## config.mk

```make
export PLATFORM = sky130hd
export DESIGN_NAME = bank_state_tracker
export DESIGN_NICKNAME = d
export VERILOG_FILES = /design/src/rtl/dbt_pkg.sv /design/src/rtl/dbt_cmd_decode.sv /design/src/rtl/dbt_guard.sv /design/src/rtl/dbt_bank_cell.sv /design/src/rtl/dbt_amp_cell.sv /design/src/rtl/bank_state_tracker.sv
export SDC_FILE = /design/constraint.sdc
export NUM_CORES = 1
export LEC_CHECK = 0
export BUFFER_PORTS_ARGS = -buffer_cell sky130_fd_sc_hd__buf_2
export CAP_MARGIN = 10
export CORE_ASPECT_RATIO = 1.2
export CORE_UTILIZATION = 40
export CTS_CLUSTER_DIAMETER = 120
export DETAILED_ROUTE_END_ITERATION = 6
export PLACE_DENSITY = 0.6
export RECOVER_POWER = 50
export SLEW_MARGIN = 20
export SYNTH_ARGS = -nofsm -noshare
export SYNTH_HDL_FRONTEND = slang
export SYNTH_HIERARCHICAL = 1
export SYNTH_SLANG_ARGS = --single-unit
export TNS_END_PERCENT = 5
```

## constraint.sdc

```tcl
create_clock -name clk -period 8 [get_ports clk]
set_clock_uncertainty 0.05 [all_clocks]
set_input_delay 0.4 -clock clk [delete_from_list [all_inputs] [get_ports clk]]
set_output_delay 0.4 -clock clk [all_outputs]
set_load 0.02 [all_outputs]
```

## src/rtl/dbt_pkg.sv

```systemverilog
package dbt_pkg;

    // Widest bank index carried inside the request struct.
    localparam int DBT_IDX_W = 8;

    typedef enum logic [1:0] {
        OP_OPEN       = 2'd0,
        OP_CLOSE      = 2'd1,
        OP_REF_OPEN   = 2'd2,
        OP_REF_CLOSE  = 2'd3
    } row_op_e;

    typedef struct packed {
        logic                 open_req;
        logic                 close_req;
        logic [DBT_IDX_W-1:0] bank;
    } row_req_t;

    // True when bank j lies at distance 0 or 1 from bank c.
    function automatic logic in_reach(input int j, input int c);
        return (j == c) || (j == c + 1) || (j + 1 == c);
    endfunction

endpackage

```

## src/rtl/dbt_cmd_decode.sv

```systemverilog
module dbt_cmd_decode
    import dbt_pkg::*;
#(
    parameter int DEV_W  = 5,
    parameter int BANK_W = 5
) (
    input  logic              cmd_valid,
    input  logic [1:0]        cmd_op,
    input  logic [DEV_W-1:0]  cmd_dev,
    input  logic [BANK_W-1:0] cmd_bank,
    input  logic [DEV_W-1:0]  local_id,
    output row_req_t          req
);
    logic    hit;
    row_op_e op;

    assign hit = cmd_valid && (cmd_dev == local_id);
    assign op  = row_op_e'(cmd_op);

    always_comb begin
        req           = '0;
        req.bank      = DBT_IDX_W'(cmd_bank);
        if (hit) begin
            case (op)
                OP_OPEN, OP_REF_OPEN:   req.open_req  = 1'b1;
                OP_CLOSE, OP_REF_CLOSE: req.close_req = 1'b1;
                default:                req           = req;
            endcase
        end
    end
endmodule

```

## src/rtl/dbt_guard.sv

```systemverilog
module dbt_guard
    import dbt_pkg::*;
#(
    parameter int NUM_BANKS = 32
) (
    input  row_req_t             req,
    input  logic [NUM_BANKS-1:0] bank_active,
    output logic                 act_ok,
    output logic                 act_bad
);
    logic conflict;
    int   tgt;

    assign tgt = int'(req.bank);

    always_comb begin
        conflict = 1'b0;
        for (int j = 0; j < NUM_BANKS; j++) begin
            if (bank_active[j] && (j != tgt) && in_reach(j, tgt))
                conflict = 1'b1;
        end
    end

    assign act_ok  = req.open_req && !conflict && (tgt < NUM_BANKS);
    assign act_bad = req.open_req && conflict;
endmodule

```

## src/rtl/dbt_bank_cell.sv

```systemverilog
module dbt_bank_cell
    import dbt_pkg::*;
#(
    parameter int IDX = 0
) (
    input  logic     clk,
    input  logic     rst,
    input  row_req_t req,
    input  logic     act_ok,
    output logic     open_q
);
    int tgt;
    assign tgt = int'(req.bank);

    always_ff @(posedge clk) begin
        if (rst)
            open_q <= 1'b0;
        else if (act_ok && (tgt == IDX))
            open_q <= 1'b1;
        else if (req.close_req && in_reach(IDX, tgt))
            open_q <= 1'b0;
    end
endmodule

```

## src/rtl/dbt_amp_cell.sv

```systemverilog
module dbt_amp_cell
    import dbt_pkg::*;
#(
    parameter int IDX = 0
) (
    input  logic     clk,
    input  logic     rst,
    input  row_req_t req,
    input  logic     act_ok,
    input  logic     left_open,
    input  logic     right_open,
    output logic     busy_q
);
    int   tgt;
    logic set_amp;
    logic clr_amp;

    assign tgt     = int'(req.bank);
    // Row IDX serves bank IDX-1 on its left and bank IDX on its right.
    assign set_amp = act_ok && ((tgt == IDX) || (tgt + 1 == IDX));
    assign clr_amp = req.close_req &&
                     ((left_open  && in_reach(IDX - 1, tgt)) ||
                      (right_open && in_reach(IDX, tgt)));

    always_ff @(posedge clk) begin
        if (rst)
            busy_q <= 1'b0;
        else if (set_amp)
            busy_q <= 1'b1;
        else if (clr_amp)
            busy_q <= 1'b0;
    end
endmodule

```

## src/rtl/bank_state_tracker.sv

```systemverilog
module bank_state_tracker
    import dbt_pkg::*;
#(
    parameter int NUM_BANKS = 32,
    parameter int DEV_W     = 5,
    localparam int BANK_W   = $clog2(NUM_BANKS),
    localparam int NUM_AMPS = NUM_BANKS + 1
) (
    input  logic                 clk,
    input  logic                 rst,
    input  logic [DEV_W-1:0]     local_id,
    input  logic                 cmd_valid,
    input  logic [1:0]           cmd_op,
    input  logic [DEV_W-1:0]     cmd_dev,
    input  logic [BANK_W-1:0]    cmd_bank,
    output logic [NUM_BANKS-1:0] bank_active,
    output logic [NUM_AMPS-1:0]  amp_busy,
    output logic                 act_illegal
);
    row_req_t req;
    logic     act_ok;
    logic     act_bad;

    dbt_cmd_decode #(.DEV_W(DEV_W), .BANK_W(BANK_W)) u_decode (
        .cmd_valid (cmd_valid),
        .cmd_op    (cmd_op),
        .cmd_dev   (cmd_dev),
        .cmd_bank  (cmd_bank),
        .local_id  (local_id),
        .req       (req)
    );

    dbt_guard #(.NUM_BANKS(NUM_BANKS)) u_guard (
        .req         (req),
        .bank_active (bank_active),
        .act_ok      (act_ok),
        .act_bad     (act_bad)
    );

    for (genvar b = 0; b < NUM_BANKS; b++) begin : g_bank
        dbt_bank_cell #(.IDX(b)) u_cell (
            .clk    (clk),
            .rst    (rst),
            .req    (req),
            .act_ok (act_ok),
            .open_q (bank_active[b])
        );
    end

    for (genvar k = 0; k < NUM_AMPS; k++) begin : g_amp
        logic lft;
        logic rgt;
        if (k > 0) begin : g_l
            assign lft = bank_active[k-1];
        end else begin : g_l0
            assign lft = 1'b0;
        end
        if (k < NUM_BANKS) begin : g_r
            assign rgt = bank_active[k];
        end else begin : g_r0
            assign rgt = 1'b0;
        end
        dbt_amp_cell #(.IDX(k)) u_amp (
            .clk        (clk),
            .rst        (rst),
            .req        (req),
            .act_ok     (act_ok),
            .left_open  (lft),
            .right_open (rgt),
            .busy_q     (amp_busy[k])
        );
    end

    always_ff @(posedge clk) begin
        if (rst)
            act_illegal <= 1'b0;
        else
            act_illegal <= act_bad;
    end
endmodule

```

==> impl_metrics.ini, run 1 <==
[global_routing]
grt_pass1_vias = 6766
antenna_found_initial = 0
grt_max_degree = 99
grt_first_pass_wirelength_mm = 36.05
grt_overflow_total = 0
gr-usage-all-layers_pct = 22.47

[yosys]
synth_common_cells = 66 x dfxtp_1, 58 x nand2_1, 56 x nand2b_1, 43 x nor2_1, 40 x buf_4
synth_compound_area_share_pct = 24.68
syn_area_mm2 = 0.007538
synth_top_family_by_area = simple AND/OR/NAND/NOR gates
synth_top_area_share_pct = 17.53
synth-xor-area-share_pct = 1.743
syn_area_per_cell_um2 = 8.596
ys_ff_latch = 66
yosysMostFrequentCell = dfxtp_1
ys_warn_count = 6
synth_ff_type = dfxtp_1
async_flop_share_pct = 0
yosysSeqAreaShare_pct = 17.53
synthCells = 877
yosysTopAreaCell = dfxtp_1
synthAdderAreaFrac_pct = 0
synth.area.mux_share_pct = 1.261
synth_cell_types = 113
yosys.area_share.simple_pct = 48.07
synth_edf_count = 0
ys_top_cells_by_area = dfxtp_1 18%, nand2b_1 4.6%, buf_4 4.0%, nor4_4 4.0%, nand3b_1 3.5%

[timing]
fin_crit_sh_pct = 52.78
rsz0062_at_grt = false
period_minus_slack_ps = 4222
setup_viol = 0
fin_tns_setup_ps = 0
max_freq_ghz = 0.2368
slew_headroom_pct = 32.29
max_slew.worst_pin.slew_ps = 1016
slew_viol_final = 0
hold_viol_final = 0

[die]
die-width_um = 127.3
start_util_pct = 41.17
rows = 54
ios = 86
core_area_mm2 = 0.01831
fp.dieH_um = 152.4
die-area_mm2 = 0.01940

[placement]
port-buffer-count = 84
globalplace.congestion = 0.7573
dp_hpwl_mm = 11.55

[setup_path]
critPathCaptureType = flip-flop
critPathKind = input pin to flip-flop
arrival_ps = 4450
reg2reg_slack_ps = 4860
required_ps = 8220
crit_fanout = 98
r2r-end = g_amp[26].u_amp/busy_q
crit_end = g_amp[26].u_amp/busy_q
crit_start = cmd_bank[2]
crit-reg2reg-launch = g_bank[25].u_cell/open_q
startpoint_type = input pin
rr_worst_depth = 9

[route]
postRouteAntennaNets = 0
vias = 7325
firstDrtPassIters = 5
vias_per_cell = 6.155
drc_errors = 0
wirelength_mm = 21.82
first_iter_violations = 591
wl_per_cell_um = 18.34

[clock_tree]
numCtsBuffers = 9
cts_setup_buffers = 0
clkSinkCount = 66
cts_tree = done
root_buffer = clkbuf_16
clk_pin_slew_ps = 60
clk_path_buf_depth = 2
cts-resized-gates = 0
postCtsHoldBufs = 0
clock_latency_ps = 350
htreeDepth = 3

[pwr]
p_comb_share_pct = 22.2
switchingPower_mw = 0.2955
p_int_mw = 0.6088
power_frac_clock_pct = 40.5
p_seq_share_pct = 37.3
p_total_mw = 0.9043
p_sw_share_pct = 32.68
power_leakage_nw = 2.638
vdd_drop_max_mv = 0.07803
power_density_mw_per_mm2 = 110.7

[cells_and_area]
layout.nets = 957
antenna_cells = 0
fillers = 1875
regArea_mm2 = 0.001321
multi_input_area_mm2 = 0.005747
layout-drive-gt1-share_pct = 16.31
area_delta_synth_final_pct = 8.398

[hold_path]
hold_class = flip-flop to flip-flop

[flow_run]
max_cap_violations = 0

[run_status]
outcome = finished clean
-- per-layer routing --
layer | up-vias | routed length (um) | track usage, %
met4 | 0 | 299 | 6.122
met2 | 121 | 10500 | 37.00
li1 | 3557 | - | -
met3 | 20 | 683 | 3.160
met1 | 3627 | 10340 | 30.41
met5 | - | 0 | 0
-- worst min-delay path by stage --
stage                                start                      to  cells after the start
floorplan                              rst             act_illegal                      1
global placement    g_amp[20].u_amp/busy_q  g_amp[20].u_amp/busy_q                      2
detailed placement   g_amp[9].u_amp/busy_q   g_amp[9].u_amp/busy_q                      1
CTS                 g_amp[20].u_amp/busy_q  g_amp[20].u_amp/busy_q                      2
global route        g_amp[20].u_amp/busy_q  g_amp[20].u_amp/busy_q                      2
finish              g_amp[20].u_amp/busy_q  g_amp[20].u_amp/busy_q                      2
-- metrics by stage --
| stage | area (um2) | setup slack, ps | utilization (%) | std cells | hold slack (ps) |
|---|---|---|---|---|---|
| after floorplan | 7553 | 626.6 | - | 881 | 414.3 |
| after global placement | 8006 | 3498 | 43.73 | 1178 | 405.8 |
| after detailed placement | 8006 | 3480 | 43.73 | 1178 | 407.7 |
| after CTS | 8254 | 3863 | 45.08 | 1190 | 420.2 |
| after global routing | 8172 | 3466 | 44.63 | 1190 | 445.6 |
| final | 8172 | 3778 | 44.63 | 1190 | 418.9 |
-- layout by cell type (no fill, tap or decap), drive strengths merged, types with 13 or more instances in the layout --
cell type   n
inv        27
nand2      58
nor3b      14
o211ai     19
nor2       43
and4b      16
a21oi      35
a211oi     14
nand4b     15
nand3      14
dfxtp      66
nor4       33
nor4b      28
nand2b     57
clkbuf     77
nand3b     35
a31oi      15
or4        13
o21ai      38
nor2b      27
nor3       27
buf        29
nand4      23
-- flip-flops by register name, summed over array words and instances (netlist names) --
register / count
g_amp.u_amp/busy_q: 33
g_bank.u_cell/open_q: 32
act_illegal: 1
-- critical path, stage by stage --
cell	delay (ps)
buf_4	710
buf_4	660
nor2_1	140
and4b_1	240
o311ai_0	280
o21ai_0	210
nor4_2	340
buf_4	460
or4bb_1	500
or3_1	310
o211ai_1	80
-- power by group through the flow --
stage | logic [mW] | registers [mW] | clock network [mW]
floorplan | 0.145 | 0.350 | 0
global placement | 0.192 | 0.344 | 0
detailed placement | 0.193 | 0.344 | 0
CTS | 0.194 | 0.337 | 0.376
global route | 0.219 | 0.338 | 0.386
finish | 0.201 | 0.337 | 0.366
-- cell families (layout without fill, tap and decap cells) --
kind of cell | after synthesis | count (layout)
AND/OR/NAND/NOR | 469 | 469
multiplexers | 8 | 8
XOR/XNOR | 15 | 15
other | 2 | 6
AO/OA/AOI/OAI | 240 | 240
buffers and inverters | 77 | 134
flip-flops | 66 | 66
-- layout make-up --
class                      instances  area share [%]
clock buffer                      11           2.970
clock inverter                     1         0.06125
inverter                          27           1.240
multi-input combinational        738           70.33
sequential                        66           16.17
tap                              252           3.859
timing repair buffer              95           5.374
(Power assumes the default switching activity.)
==> inputs of run 2 (changes only) <==
- ABC_AREA: default -> 1
- PLACE_DENSITY: 0.6 -> 0.59
- clock period: 8 -> 3.9 ns (I/O delays scaled with it)
==> run 2 against run 1 <==
Utilization up 0.12 points. Clock power up 130%. Largest cell class unchanged. Combinational power rose to 2.8 times the previous value. Synthesized area up 36%. Wire length up 40%. Critical endpoint is now g_bank[7].u_cell/open_q.
==> impl_metrics.ini, run 2 <==
[run_status]
outcome = finished clean

[clock_tree]
root_buffer = clkbuf_16
postCtsHoldBufs = 0
clock_latency_ps = 360
cts_setup_buffers = 0
numCtsBuffers = 9
clk_path_buf_depth = 2
htreeDepth = 3
cts-resized-gates = 0
cts_tree = done
clkSinkCount = 66
clk_pin_slew_ps = 60

[yosys]
yosysSeqAreaShare_pct = 12.85
synth_ff_type = dfxtp_1
synth_edf_count = 0
ys_warn_count = 6
synth_cell_types = 49
syn_area_per_cell_um2 = 5.129
async_flop_share_pct = 0
synthCells = 2004
syn_area_mm2 = 0.01028
synth_top_area_share_pct = 25.38
ys_top_cells_by_area = nand2_1 25%, inv_1 15%, dfxtp_1 13%, nor2_1 9.1%, nand3_1 5.9%
yosysMostFrequentCell = nand2_1
ys_ff_latch = 66
synth_common_cells = 695 x nand2_1, 418 x inv_1, 250 x nor2_1, 121 x nand3_1, 66 x dfxtp_1
yosysTopAreaCell = nand2_1

[pwr]
p_comb_share_pct = 26.9
power_leakage_nw = 5.326
vdd_drop_max_mv = 0.1978
switchingPower_mw = 0.7662
power_density_mw_per_mm2 = 185.7
p_sw_share_pct = 36.90
p_int_mw = 1.310
p_total_mw = 2.077
p_seq_share_pct = 32.5
power_frac_clock_pct = 40.6

[cells_and_area]
final_common_cell = nand2_1
top_register = g_amp.u_amp/busy_q
layout.nets = 2095
final_cell_mix = 695 x nand2_1, 418 x inv_1, 249 x nor2_1, 121 x nand3_1, 70 x clkbuf_1
largest_register_ffs = 33
area_delta_synth_final_pct = 8.776
layout-drive-gt1-share_pct = 12.98
top_regs = g_amp.u_amp/busy_q: 33 flops, g_bank.u_cell/open_q: 32 flops, act_illegal: 1 flops
stdcell_count = 2405
antenna_cells = 0
final_area_mm2 = 0.01118

[timing]
rsz0062_at_grt = false
slew_headroom_pct = 33.49
fin_crit_sh_pct = 70.04
max_slew.worst_pin.slew_ps = 997.7
slew_viol_final = 0
period_minus_slack_ps = 2731
hold_viol_final = 0
setup_viol = 0
max_freq_ghz = 0.3661
fin_tns_setup_ps = 0

[setup_path]
startpoint_type = input pin
critPathCaptureType = flip-flop
required_ps = 4130
critPathKind = input pin to flip-flop
arrival_ps = 2960
crit_fanout = 52

[route]
drc_errors = 0
vias_per_cell = 4.868
firstDrtPassIters = 7
wirelength_mm = 30.50
wl_per_cell_um = 12.68
postRouteAntennaNets = 0
vias = 11707
first_iter_violations = 814

[placement]
globalplace.congestion = 0.9004
dp_hpwl_mm = 18.53
port-buffer-count = 84
post_dp_cell_area_mm2 = 0.01098
dp_cells = 2389

[die]
die-width_um = 148.3
start_util_pct = 41.13
fp.dieH_um = 177.6
core_area_mm2 = 0.02499
ios = 86
rows = 63
die-area_mm2 = 0.02634

[global_routing]
gr-usage-all-layers_pct = 24.40
grt_first_pass_wirelength_mm = 52.63
grt_max_degree = 120
antenna_found_initial = 1
grt_pass1_vias = 11052
grt_overflow_total = 0

[flow_run]
max_cap_violations = 0

[hold_path]
hold_class = input pin to flip-flop
## run 2: path summary, 6_finish.rpt
check | from | endpoint | slack [ps] | cells after the start
max | cmd_bank[1] | g_bank[7].u_cell/open_q | 1170 | 20
min reg2reg | g_amp[0].u_amp/busy_q | g_amp[0].u_amp/busy_q | 420 | 2
max reg2reg | g_bank[7].u_cell/open_q | g_bank[7].u_cell/open_q | 1550 | 16
min | cmd_op[0] | act_illegal | 200 | 6
## run 2: cell type report
| class | instances | area (um2) |
|---|---|---|
| fillers | 2711 | 13810 |
| multi-input cells | 1467 | 7044 |
| inverters | 432 | 1622 |
| flip-flops and latches | 66 | 1321 |
| repair buffers | 99 | 506.7 |
| well taps | 325 | 406.6 |
| clock buffers | 13 | 240.2 |
| clock inverters | 3 | 40.04 |
## run 2: worst max-delay path, stage by stage
cell	delay [ps]
buf_6	360
nand2_2	190
nor2_1	170
inv_1	70
nor2_1	190
nor2_1	60
o21ai_0	70
nand2_1	80
inv_1	60
nand3_1	70
nor2_1	180
nand3_2	130
nor3_4	300
buf_12	290
nand2_1	90
nor2_1	90
nand2_1	60
nand2_1	50
nand2_1	70
a21oi_2	150
## run 2: cells by family after synthesis
| logic type | synth area share (%) |
|---|---|
| XOR/XNOR | 0.08523 |
| AND/OR/NAND/NOR | 56.87 |
| AO/OA/AOI/OAI | 11.26 |
| other | 0.07306 |
| flip-flops | 12.85 |
| buffers and inverters | 18.86 |
## run 2: power by group through the flow
| stage | clock network [mW] | registers [mW] | logic, mW |
|---|---|---|---|
| finish | 0.844 | 0.674 | 0.559 |
| global route | 0.884 | 0.674 | 0.639 |
| CTS | 0.871 | 0.674 | 0.532 |
| detailed placement | 0 | 0.689 | 0.531 |
| global placement | 0 | 0.689 | 0.522 |
| floorplan | 0 | 0.689 | 0.420 |
## run 2: per-stage QoR
stage / util (%) / setup slack, ps / hold WS (ps)
floorplan: - / 71.48 / 207.4
global placement: 43.95 / 902.6 / 402.8
detailed placement: 43.95 / 837.7 / 405.2
CTS: 45.08 / 1177 / 174.4
global route: 44.74 / 879.9 / 223.6
finish: 44.74 / 1169 / 200.0
## run 2: per-layer routing
| layer | routed length (um) | GRT usage [%] | up-vias | share of wire [%] |
|---|---|---|---|---|
| li1 | - | - | 6196 | - |
| met1 | 13870 | 28.56 | 5261 | 45 |
| met2 | 14800 | 45.38 | 206 | 49 |
| met3 | 1146 | 2.828 | 42 | 3.8 |
| met4 | 674 | 8.376 | 2 | 2.2 |
| met5 | 13 | 0 | - | 0.043 |
==> inputs of run 3 (changes only) <==
- ABC_AREA: 1 -> 0
- PLACE_DENSITY: 0.59 -> 0.62
- clock period: 3.9 -> 2.3 ns (I/O delays scaled with it)
==> run 3 against run 2 <==
Wire length down 23%. Worst setup slack worse by 1700 ps. Cell area down 17%. Sequential power up 74%. Global-route usage down 0.58 points. Combinational power up 40%. Critical path depth down 10. Sequential share of layout area up 2.4 points. Power up 59%. The flow now finishes with violations (negative setup slack). Non-clock buffer count up 97. Count of clock-buffer cells in the layout down 1.
==> impl_metrics.ini, run 3 (synthesis results as in run 1) <==
[run_status]
outcome = complete, but fails checks
violations = negative setup slack

[route]
vias_per_cell = 6.041
firstDrtPassIters = 5
drc_errors = 0
first_iter_violations = 546
wirelength_mm = 23.34
vias = 7817
postRouteAntennaNets = 0
wl_per_cell_um = 18.04

[timing]
slew_headroom_pct = 38.14
period_minus_slack_ps = 2785
hold_viol_final = 0
whs_ps = 254.0
rsz0062_at_grt = true
max_slew.worst_pin.slew_ps = 928.0
fin_crit_sh_pct = 121.1
setup_viol = 64
slew_viol_final = 0
layout_setup_ws_ps = -485.4
max_freq_ghz = 0.3590

[setup_path]
critPathKind = flip-flop to flip-flop
crit_start = g_bank[29].u_cell/open_q
crit_fanout = 6
startpoint_type = flip-flop
critPathCaptureType = flip-flop
crit-reg2reg-launch = g_bank[29].u_cell/open_q
crit_end = g_amp[26].u_amp/busy_q
required_ps = 2520
arrival_ps = 3000
r2r-end = g_amp[26].u_amp/busy_q
reg2reg_slack_ps = -490
rr_worst_depth = 10

[die]
ios = 86
fp.dieH_um = 152.4
rows = 54
die-area_mm2 = 0.01940
start_util_pct = 41.17
core_area_mm2 = 0.01831
die-width_um = 127.3

[global_routing]
grt_first_pass_wirelength_mm = 37.90
antenna_found_initial = 0
gr-usage-all-layers_pct = 23.83
grt_max_degree = 91
grt_overflow_total = 0
grt_pass1_vias = 7245

[cells_and_area]
antenna_cells = 0
final_area_mm2 = 0.009313
area_delta_synth_final_pct = 23.54
final_cell_mix = 99 x buf_4, 62 x dfxtp_1, 58 x nand2_1, 56 x nand2b_1, 45 x buf_2
layout-drive-gt1-share_pct = 30.33
final_common_cell = buf_4
layout.nets = 1058
largest_register_ffs = 33
top_regs = g_amp.u_amp/busy_q: 33 flops, g_bank.u_cell/open_q: 32 flops, act_illegal: 1 flops
finish.utilization_pct = 50.86
fillers = 1788
top_register = g_amp.u_amp/busy_q

[clock_tree]
clock_latency_ps = 350
htreeDepth = 3
clk_pin_slew_ps = 60
clk_path_buf_depth = 2
postCtsHoldBufs = 0
cts_tree = done
clkSinkCount = 66
numCtsBuffers = 9
root_buffer = clkbuf_16

[hold_path]
hold_class = input pin to flip-flop

[placement]
dp_hpwl_mm = 14.04
dpl_worst_slack_ps = -457.7
port-buffer-count = 84
post_dp_cell_area_mm2 = 0.008756
globalplace.congestion = 0.8133

[pwr]
power_leakage_nw = 3.377
vdd_drop_max_mv = 0.3268
power_density_mw_per_mm2 = 354.6

[flow_run]
max_cap_violations = 0
==> run 3: cell type report <==
| type | instances | area [um2] | area share, % |
|---|---|---|---|
| Clock inverter | 3 | 15.01 | 0.1612 |
| Timing Repair Buffer | 196 | 1366 | 14.67 |
| Clock buffer | 12 | 256.5 | 2.754 |
| Tap cell | 252 | 315.3 | 3.386 |
| Multi-Input combinational cell | 738 | 5932 | 63.70 |
| Inverter | 27 | 101.3 | 1.088 |
| Sequential cell | 66 | 1326 | 14.24 |
==> run 3: through the flow <==
| step | power (mW) | setup TNS, ps | cells |
|---|---|---|---|
| after floorplan | 1.736 | -81220 | 881 |
| after global placement | 1.933 | -14570 | 1268 |
| after detailed placement | 1.937 | -14680 | 1268 |
| after CTS | 3.295 | -13000 | 1294 |
| after global routing | 3.440 | -22810 | 1294 |
| final | 3.302 | -16840 | 1294 |
==> run 3: layer usage <==
| metal | GRT usage [%] | routed length [um] |
|---|---|---|
| met5 | 0 | 0 |
| met1 | 31.59 | 10680 |
| met2 | 39.34 | 11140 |
| met3 | 2.493 | 1016 |
| met4 | 9.354 | 505 |
==> run 3: worst min path at each step <==
stage | start | endpoint | slack (ps) | depth (start not counted)
after global placement | g_amp[1].u_amp/busy_q | g_amp[1].u_amp/busy_q | 400 | 2
after detailed placement | g_amp[1].u_amp/busy_q | g_amp[1].u_amp/busy_q | 400 | 2
final | cmd_bank[1] | g_bank[8].u_cell/open_q | 250 | 5
after CTS | cmd_bank[1] | g_bank[8].u_cell/open_q | 230 | 5
after global routing | cmd_bank[1] | g_bank[8].u_cell/open_q | 280 | 5
after floorplan | rst | act_illegal | 130 | 1
==> run 3: repair_timing <==
item,4_1_cts,5_1_grt
cloned,1,0
setup buffers,11,1
setup endpoints to repair,60,65
endpoints found under the hold margin,0,0
gates resized for setup,35,18
pin swaps,21,11
==> run 3: where the power goes <==
group / internal [mW] / leakage, nW / switching (mW)
clock network: 0.778 / 0.138 / 0.568
logic: 0.277 / 2.70 / 0.505
registers: 1.16 / 0.535 / 0.0135
==> run 3: worst max-delay path, stage by stage, from the launching register on <==
cell      delay (ps)
dfxtp_2          320
mux4_2           460
a31oi_1          210
o21a_1           200
a31oi_4          120
nor4_4           280
buf_6            160
buf_12           120
or4bb_1          370
or3_1            310
o211ai_1          90
